===== src/rtl/chroma_alt_pkg.sv =====
package chroma_alt_pkg;

    typedef enum logic [1:0] {
        STD_PAL      = 2'b00,
        STD_SECAM    = 2'b01,
        STD_NTSC_358 = 2'b10,
        STD_NTSC_443 = 2'b11
    } chroma_std_e;

    typedef enum logic [1:0] {
        PH_RY     = 2'b00,
        PH_BY     = 2'b01,
        PH_RY_FIX = 2'b10,
        PH_BY_FIX = 2'b11
    } h2_state_e;

endpackage


===== src/rtl/h2_phase_fsm.sv =====
module h2_phase_fsm
    import chroma_alt_pkg::*;
(
    input  logic clk,
    input  logic rst_n,
    input  logic line_start,
    input  logic phase_err,
    output logic by_line,
    output logic fix_pending
);

    h2_state_e state_q;
    h2_state_e state_d;

    always_ff @(posedge clk) begin
        if (!rst_n) begin
            state_q <= PH_RY;
        end else begin
            state_q <= state_d;
        end
    end

    always_comb begin
        state_d = state_q;
        unique case (state_q)
            PH_RY: begin
                if (line_start)     state_d = phase_err ? PH_BY_FIX : PH_BY;
                else if (phase_err) state_d = PH_RY_FIX;
            end
            PH_BY: begin
                if (line_start)     state_d = phase_err ? PH_RY_FIX : PH_RY;
                else if (phase_err) state_d = PH_BY_FIX;
            end
            PH_RY_FIX: begin
                if (line_start)     state_d = phase_err ? PH_RY_FIX : PH_RY;
            end
            PH_BY_FIX: begin
                if (line_start)     state_d = phase_err ? PH_BY_FIX : PH_BY;
            end
            default: state_d = PH_RY;
        endcase
    end

    always_comb begin
        by_line     = 1'b0;
        fix_pending = 1'b0;
        unique case (state_q)
            PH_RY:     begin by_line = 1'b0; fix_pending = 1'b0; end
            PH_BY:     begin by_line = 1'b1; fix_pending = 1'b0; end
            PH_RY_FIX: begin by_line = 1'b0; fix_pending = 1'b1; end
            PH_BY_FIX: begin by_line = 1'b1; fix_pending = 1'b1; end
            default:   begin by_line = 1'b0; fix_pending = 1'b0; end
        endcase
    end

    // a line start with no pending fix flips the phase
    p_toggle_r2: assert property (@(posedge clk) disable iff (!rst_n)
        (line_start && !fix_pending) |=> (by_line != $past(by_line)));

    // the phase only moves at a line start
    p_hold_midline_r2: assert property (@(posedge clk) disable iff (!rst_n)
        !line_start |=> $stable(by_line));

    // a pending fix makes the next line start keep the phase
    p_slip_r3: assert property (@(posedge clk) disable iff (!rst_n)
        (line_start && fix_pending) |=> (by_line == $past(by_line)));

    // a fix stays armed until a line start consumes it
    p_fix_sticky_r3: assert property (@(posedge clk) disable iff (!rst_n)
        (fix_pending && !line_start) |=> fix_pending);

endmodule


===== src/rtl/chroma_route.sv =====
module chroma_route
    import chroma_alt_pkg::*;
#(
    parameter int DATA_W = 10
) (
    input  logic [1:0]               std_mode,
    input  logic                     by_line,
    input  logic signed [DATA_W-1:0] in_ry,
    input  logic signed [DATA_W-1:0] in_by,
    output logic signed [DATA_W-1:0] rt_ry,
    output logic signed [DATA_W-1:0] rt_by,
    output logic                     pal_invert
);

    localparam logic signed [DATA_W-1:0] MAX_CODE = {1'b0, {(DATA_W-1){1'b1}}};
    localparam logic signed [DATA_W-1:0] MIN_CODE = {1'b1, {(DATA_W-1){1'b0}}};
    localparam logic signed [DATA_W-1:0] BLACK    = '0;

    function automatic logic signed [DATA_W-1:0] sat_neg(input logic signed [DATA_W-1:0] v);
        if (v == MIN_CODE) return MAX_CODE;
        return -v;
    endfunction

    chroma_std_e std;
    assign std = chroma_std_e'(std_mode);

    always_comb begin
        rt_ry      = BLACK;
        rt_by      = BLACK;
        pal_invert = 1'b0;
        unique case (std)
            STD_PAL: begin
                pal_invert = by_line;
                rt_ry      = by_line ? in_ry : sat_neg(in_ry);
                rt_by      = sat_neg(in_by);
            end
            STD_SECAM: begin
                rt_ry = by_line ? BLACK : sat_neg(in_ry);
                rt_by = by_line ? sat_neg(in_ry) : BLACK;
            end
            STD_NTSC_358, STD_NTSC_443: begin
                rt_ry = sat_neg(in_ry);
                rt_by = sat_neg(in_by);
            end
            default: begin
                rt_ry = BLACK;
                rt_by = BLACK;
            end
        endcase
    end

endmodule


===== src/rtl/blank_out_reg.sv =====
module blank_out_reg #(
    parameter int DATA_W = 10
) (
    input  logic                     clk,
    input  logic                     rst_n,
    input  logic                     smp_valid,
    input  logic                     hblank,
    input  logic                     hvblank,
    input  logic                     colour_en,
    input  logic signed [DATA_W-1:0] rt_ry,
    input  logic signed [DATA_W-1:0] rt_by,
    output logic signed [DATA_W-1:0] out_ry,
    output logic signed [DATA_W-1:0] out_by,
    output logic                     out_valid
);

    logic force_black;
    assign force_black = hblank | hvblank | ~colour_en;

    always_ff @(posedge clk) begin
        if (!rst_n) begin
            out_ry    <= '0;
            out_by    <= '0;
            out_valid <= 1'b0;
        end else begin
            out_valid <= smp_valid;
            if (smp_valid) begin
                out_ry <= force_black ? '0 : rt_ry;
                out_by <= force_black ? '0 : rt_by;
            end
        end
    end

    // flyback blanking reaches the outputs one clock later
    p_flyback_black_r7: assert property (@(posedge clk) disable iff (!rst_n)
        (smp_valid && (hblank || hvblank)) |=> (out_ry == '0 && out_by == '0));

    // colour killer blacks both outputs
    p_kill_black_r8: assert property (@(posedge clk) disable iff (!rst_n)
        (smp_valid && !colour_en) |=> (out_ry == '0 && out_by == '0));

    // without a valid sample the outputs hold
    p_hold_idle_r10: assert property (@(posedge clk) disable iff (!rst_n)
        !smp_valid |=> ($stable(out_ry) && $stable(out_by) && !out_valid));

endmodule


===== src/rtl/chroma_alt_blank.sv =====
module chroma_alt_blank
    import chroma_alt_pkg::*;
#(
    parameter int DATA_W = 10
) (
    input  logic                     clk,
    input  logic                     rst_n,
    input  logic                     smp_valid,
    input  logic                     line_start,
    input  logic                     hblank,
    input  logic                     hvblank,
    input  logic [1:0]               std_mode,
    input  logic                     colour_en,
    input  logic                     phase_err,
    input  logic signed [DATA_W-1:0] in_ry,
    input  logic signed [DATA_W-1:0] in_by,
    output logic signed [DATA_W-1:0] out_ry,
    output logic signed [DATA_W-1:0] out_by,
    output logic                     out_valid,
    output logic                     pal_invert
);

    logic                     by_line;
    logic                     fix_pending;
    logic signed [DATA_W-1:0] rt_ry;
    logic signed [DATA_W-1:0] rt_by;

    h2_phase_fsm u_phase (
        .clk         (clk),
        .rst_n       (rst_n),
        .line_start  (line_start),
        .phase_err   (phase_err),
        .by_line     (by_line),
        .fix_pending (fix_pending)
    );

    chroma_route #(.DATA_W(DATA_W)) u_route (
        .std_mode   (std_mode),
        .by_line    (by_line),
        .in_ry      (in_ry),
        .in_by      (in_by),
        .rt_ry      (rt_ry),
        .rt_by      (rt_by),
        .pal_invert (pal_invert)
    );

    blank_out_reg #(.DATA_W(DATA_W)) u_out (
        .clk       (clk),
        .rst_n     (rst_n),
        .smp_valid (smp_valid),
        .hblank    (hblank),
        .hvblank   (hvblank),
        .colour_en (colour_en),
        .rt_ry     (rt_ry),
        .rt_by     (rt_by),
        .out_ry    (out_ry),
        .out_by    (out_by),
        .out_valid (out_valid)
    );

    // in sequential mode at most one channel carries colour
    p_secam_one_channel_r4: assert property (@(posedge clk) disable iff (!rst_n)
        (smp_valid && std_mode == 2'b01) |=> (out_ry == '0 || out_by == '0));

    // the line switch never engages in either NTSC mode
    p_ntsc_no_switch_r6: assert property (@(posedge clk) disable iff (!rst_n)
        std_mode[1] |-> !pal_invert);

    // outputs are quiet in the cycle after a reset
    p_reset_quiet_r1: assert property (@(posedge clk)
        !rst_n |=> (!out_valid && out_ry == '0 && out_by == '0));

endmodule


===== config.mk =====
export PLATFORM = sky130hd
export DESIGN_NAME = chroma_alt_blank
export DESIGN_NICKNAME = d
export VERILOG_FILES = /design/src/rtl/chroma_alt_pkg.sv /design/src/rtl/h2_phase_fsm.sv /design/src/rtl/chroma_route.sv /design/src/rtl/blank_out_reg.sv /design/src/rtl/chroma_alt_blank.sv
export SDC_FILE = /design/constraint.sdc
export NUM_CORES = 1
export LEC_CHECK = 0
export ABC_AREA = 1
export ABC_CLOCK_PERIOD_IN_PS = 2200
export CORE_MARGIN = 5
export CORE_UTILIZATION = 46
export DETAILED_ROUTE_END_ITERATION = 8
export GPL_TIMING_DRIVEN = 0
export PLACE_DENSITY = 0.8
export SYNTH_ARGS = -nofsm -noshare
export SYNTH_HDL_FRONTEND = slang
export SYNTH_SLANG_ARGS = --single-unit

===== constraint.sdc =====
create_clock -name clk -period 2.2 [get_ports clk]
set_input_delay 0.44 -clock clk [delete_from_list [all_inputs] [get_ports clk]]
set_output_delay 0.44 -clock clk [all_outputs]
set_load 0.005 [all_outputs]

==> impl_metrics.json <==
{
  "power_density_mw_per_mm2": 385,
  "placement_rows": 21,
  "detail_route.wl_per_cell_um": 11.5,
  "netlist_instances": 268,
  "die-height_um": 69.2,
  "clk_root_buffer_cell": "sky130_fd_sc_hd__clkbuf_4",
  "post_synth_num_cell_types": 27,
  "clock_sinks": 23,
  "worst_setup_path_start_kind": "input port",
  "viasPerCell": 4.98,
  "reg2reg_depth": 8,
  "global_route.peak_usage_layer": "met2",
  "worst_hold_slack_ns": 0.471,
  "antenna_violations_before_repair": 0,
  "synth.top_cell.area_share": 0.286,
  "crit_path_start": "in_ry[0]",
  "cell_area_after_synthesis_mm2": 0.00161,
  "cellInternalPower_w": 0.000602,
  "clock_tree_from_tritoncts": "built",
  "worst_vdd_drop_uv": 203,
  "setup_slack_at_placement_ns": -0.234,
  "worstHoldPathCells": 2,
  "n_antenna_cell": 0,
  "die_area_mm2": 0.00479,
  "grt_pass1_vias": 1605,
  "power.sequential.fraction": 0.500,
  "yosys_warnings": 0,
  "met1_usage": 0.210,
  "sequential_element_share_of_the_synthesized_area": 0.286,
  "post_place_instance_area_mm2": 0.00218,
  "hpwl_um": 3550,
  "synthToLayoutAreaGrowth_pct": 38.5,
  "drt-total-wl_um": 4270,
  "drive_gt1_frac": 0.111,
  "worst-slew-pin-transition_ns": 0.465,
  "detail_route.drc_violations": 0,
  "timing.critical_path.to_type": "flip-flop",
  "final_weighted_congestion_in_routability_driven_placement": 0.921,
  "max_frequency_mhz": 487,
  "cts_max_path_buffers": 2,
  "drt_pass1_iterations": 4,
  "worst_ep_required_time_ns": 2.45,
  "setup_slack_ns": 0.147,
  "cts-buffers-inserted": 3,
  "max_slew_margin": 0.690,
  "clock_latency_ns": 0.31,
  "p_leak_nw": 0.962,
  "status": "finished, final reports clean",
  "initial_core_util": 0.479,
  "portBuffers": 51,
  "p_switching_w": 0.000257,
  "vias": 1849,
  "grt_use_met3": 0.0290,
  "synth_area_per_cell_um2": 6.01,
  "combinationalPowerShare": 0.278,
  "timing_max_transition_violations_final": 0,
  "grt.total_usage": 0.168,
  "ctsHoldBuffers": 0,
  "synth-seq-cells": 23,
  "final_core_util": 0.664,
  "grt_max_degree": 14,
  "crit_fanout": 10,
  "cts.htree.levels": 1,
  "sw_frac_of_total": 0.299,
  "final_global_route_overflow_total": 0,
  "grt.met2_usage": 0.290,
  "fin_crit_sh": 0.933,
  "drt.antenna.violating_nets": 0,
  "final_nets": 358,
  "grt_setup_unrepaired": "false",
  "final_period_minus_worst_setup_slack_ns": 2.05,
  "rr_startpoint": "u_phase.state_q[0]",
  "die_w_um": 69.2,
  "postSynthNetCount": 300,
  "stdcell_area_mm2": 0.00223,
  "first_pass_grt_wire_length_um": 6890,
  "worst_ep_arrival_time_ns": 2.30,
  "path_class": "input port to flip-flop",
  "power.clock.fraction": 0.221,
  "min_path_type": "flip-flop to flip-flop",
  "clkTransAtPathRegs_ns": 0.13,
  "finClkSkew_ns": 0.00928,
  "placeable_core_region_mm2": 0.00336,
  "netlist.top_cell.by_area": "sky130_fd_sc_hd__dfxtp_1",
  "timing.hold.worst.start": "u_out.out_ry[4]",
  "max_cap_violations": 0,
  "hold_violations": 0,
  "detail_route.iter0.violations": 58,
  "report.final.setup_viol": 0,
  "boundaryPins": 52,
  "p_total_w": 0.000859,
  "synth.area.top_cells": "sky130_fd_sc_hd__dfxtp_1, sky130_fd_sc_hd__nand2_1, sky130_fd_sc_hd__a21oi_1"
}
-- cells in the final DEF, fill, tap and decap left out --
master                            count
sky130_fd_sc_hd__nor2_1              23
sky130_fd_sc_hd__a21oi_2              3
sky130_fd_sc_hd__inv_2                4
sky130_fd_sc_hd__ha_1                 2
sky130_fd_sc_hd__nand3_2              3
sky130_fd_sc_hd__dfxtp_1             23
sky130_fd_sc_hd__nor3_4               1
sky130_fd_sc_hd__o21ai_2              2
sky130_fd_sc_hd__clkbuf_2             1
sky130_fd_sc_hd__nand3b_1             1
sky130_fd_sc_hd__nand2_2              6
sky130_fd_sc_hd__buf_2                2
sky130_fd_sc_hd__a21oi_1             24
sky130_fd_sc_hd__nand3_4              1
sky130_fd_sc_hd__o21ai_1              4
sky130_fd_sc_hd__clkbuf_1             4
sky130_fd_sc_hd__o21ai_0             14
sky130_fd_sc_hd__o211ai_1             1
sky130_fd_sc_hd__nor2_2               6
sky130_fd_sc_hd__nand2_1             85
sky130_fd_sc_hd__xor2_1               2
sky130_fd_sc_hd__xnor2_1              1
sky130_fd_sc_hd__buf_4                2
sky130_fd_sc_hd__clkinv_2             1
sky130_fd_sc_hd__nand3_1             18
sky130_fd_sc_hd__clkbuf_4             3
sky130_fd_sc_hd__clkdlybuf4s50_1     49
sky130_fd_sc_hd__inv_1               31
sky130_fd_sc_hd__clkinv_1             1
sky130_fd_sc_hd__nor2_4               1
sky130_fd_sc_hd__dlymetal6s2s_1       2
sky130_fd_sc_hd__nand4_1              4
-- synthesized netlist by cell type (all sizes together) --
library cell  count
a21oi            27
buf               2
clkbuf            5
clkinv            1
dfxtp            23
ha                2
inv              35
nand2            91
nand3            22
nand3b            1
nand4             4
nor2             30
nor3              1
o211ai            1
o21ai            20
xnor2             1
xor2              2
-- final cells by class --
type / instances / area, um2
timing repair buffer: 53 / 531
multi-input combinational: 202 / 991
sequential: 23 / 460
tap: 46 / 57.6
clock buffer: 3 / 22.5
fill: 333 / 1130
buffer: 7 / 30.0
inverter: 36 / 135
clock inverter: 1 / 5.00
-- critical path: stages --
cell and delay (ns):
sky130_fd_sc_hd__clkdlybuf4s50_1 0.47, sky130_fd_sc_hd__inv_2 0.13, sky130_fd_sc_hd__ha_1 0.20, sky130_fd_sc_hd__inv_1 0.09, sky130_fd_sc_hd__nor3_4 0.21, sky130_fd_sc_hd__nand3_4 0.19
sky130_fd_sc_hd__nand2_1 0.14, sky130_fd_sc_hd__nand2_1 0.05, sky130_fd_sc_hd__o21ai_0 0.13, sky130_fd_sc_hd__nand2_1 0.09, sky130_fd_sc_hd__a21oi_1 0.15
-- power by group through the flow --
stage / Clock (W) / Sequential, W / Combinational [W]
2_1_floorplan: 0 / 0.000440 / 0.000125
3_3_place_gp: 0 / 0.000439 / 0.000230
3_5_place_dp: 0 / 0.000439 / 0.000233
4_1_cts: 0.000190 / 0.000430 / 0.000236
5_1_grt: 0.000211 / 0.000431 / 0.000265
6_report: 0.000190 / 0.000430 / 0.000239
-- what timing repair did --
item	4_1_cts	5_1_grt
setup endpoints to repair	1	3
gates resized for setup	2	3
pin swaps	1	1
buffers inserted	1	1
-- final timing paths --
check                           slack, ns               to
worst min-delay path                 0.47  u_out.out_ry[4]
worst max-delay path                 0.15  u_out.out_ry[3]
worst max register to register       0.81  u_out.out_ry[3]
worst min register to register       0.47  u_out.out_ry[4]
-- per-stage QoR --
step | std cells | setup TNS (ns)
floorplan | 268 | 0
global placement | 365 | -2.67
detailed placement | 365 | -2.77
CTS | 370 | 0
global route | 371 | 0
finish | 371 | 0
-- kinds of logic after synthesis --
logic type	synth area share
adder cells (fa/ha/maj)	0.0155
flip-flops	0.286
XOR/XNOR	0.0163
AO/OA/AOI/OAI	0.162
buffers and inverters	0.102
AND/OR/NAND/NOR	0.418
-- state kept, by name, indices dropped and copies added (netlist names) --
| name | count |
|---|---|
| u_out.out_by | 10 |
| u_out.out_ry | 10 |
| u_out.out_valid | 1 |
| u_phase.state_q | 2 |
-- layer usage --
layer	up-vias	share of wire
met1	808	0.45
met2	62	0.47
met5	-	0
met3	10	0.055
met4	0	0.018
li1	969	-
(Power assumes the default switching activity.)
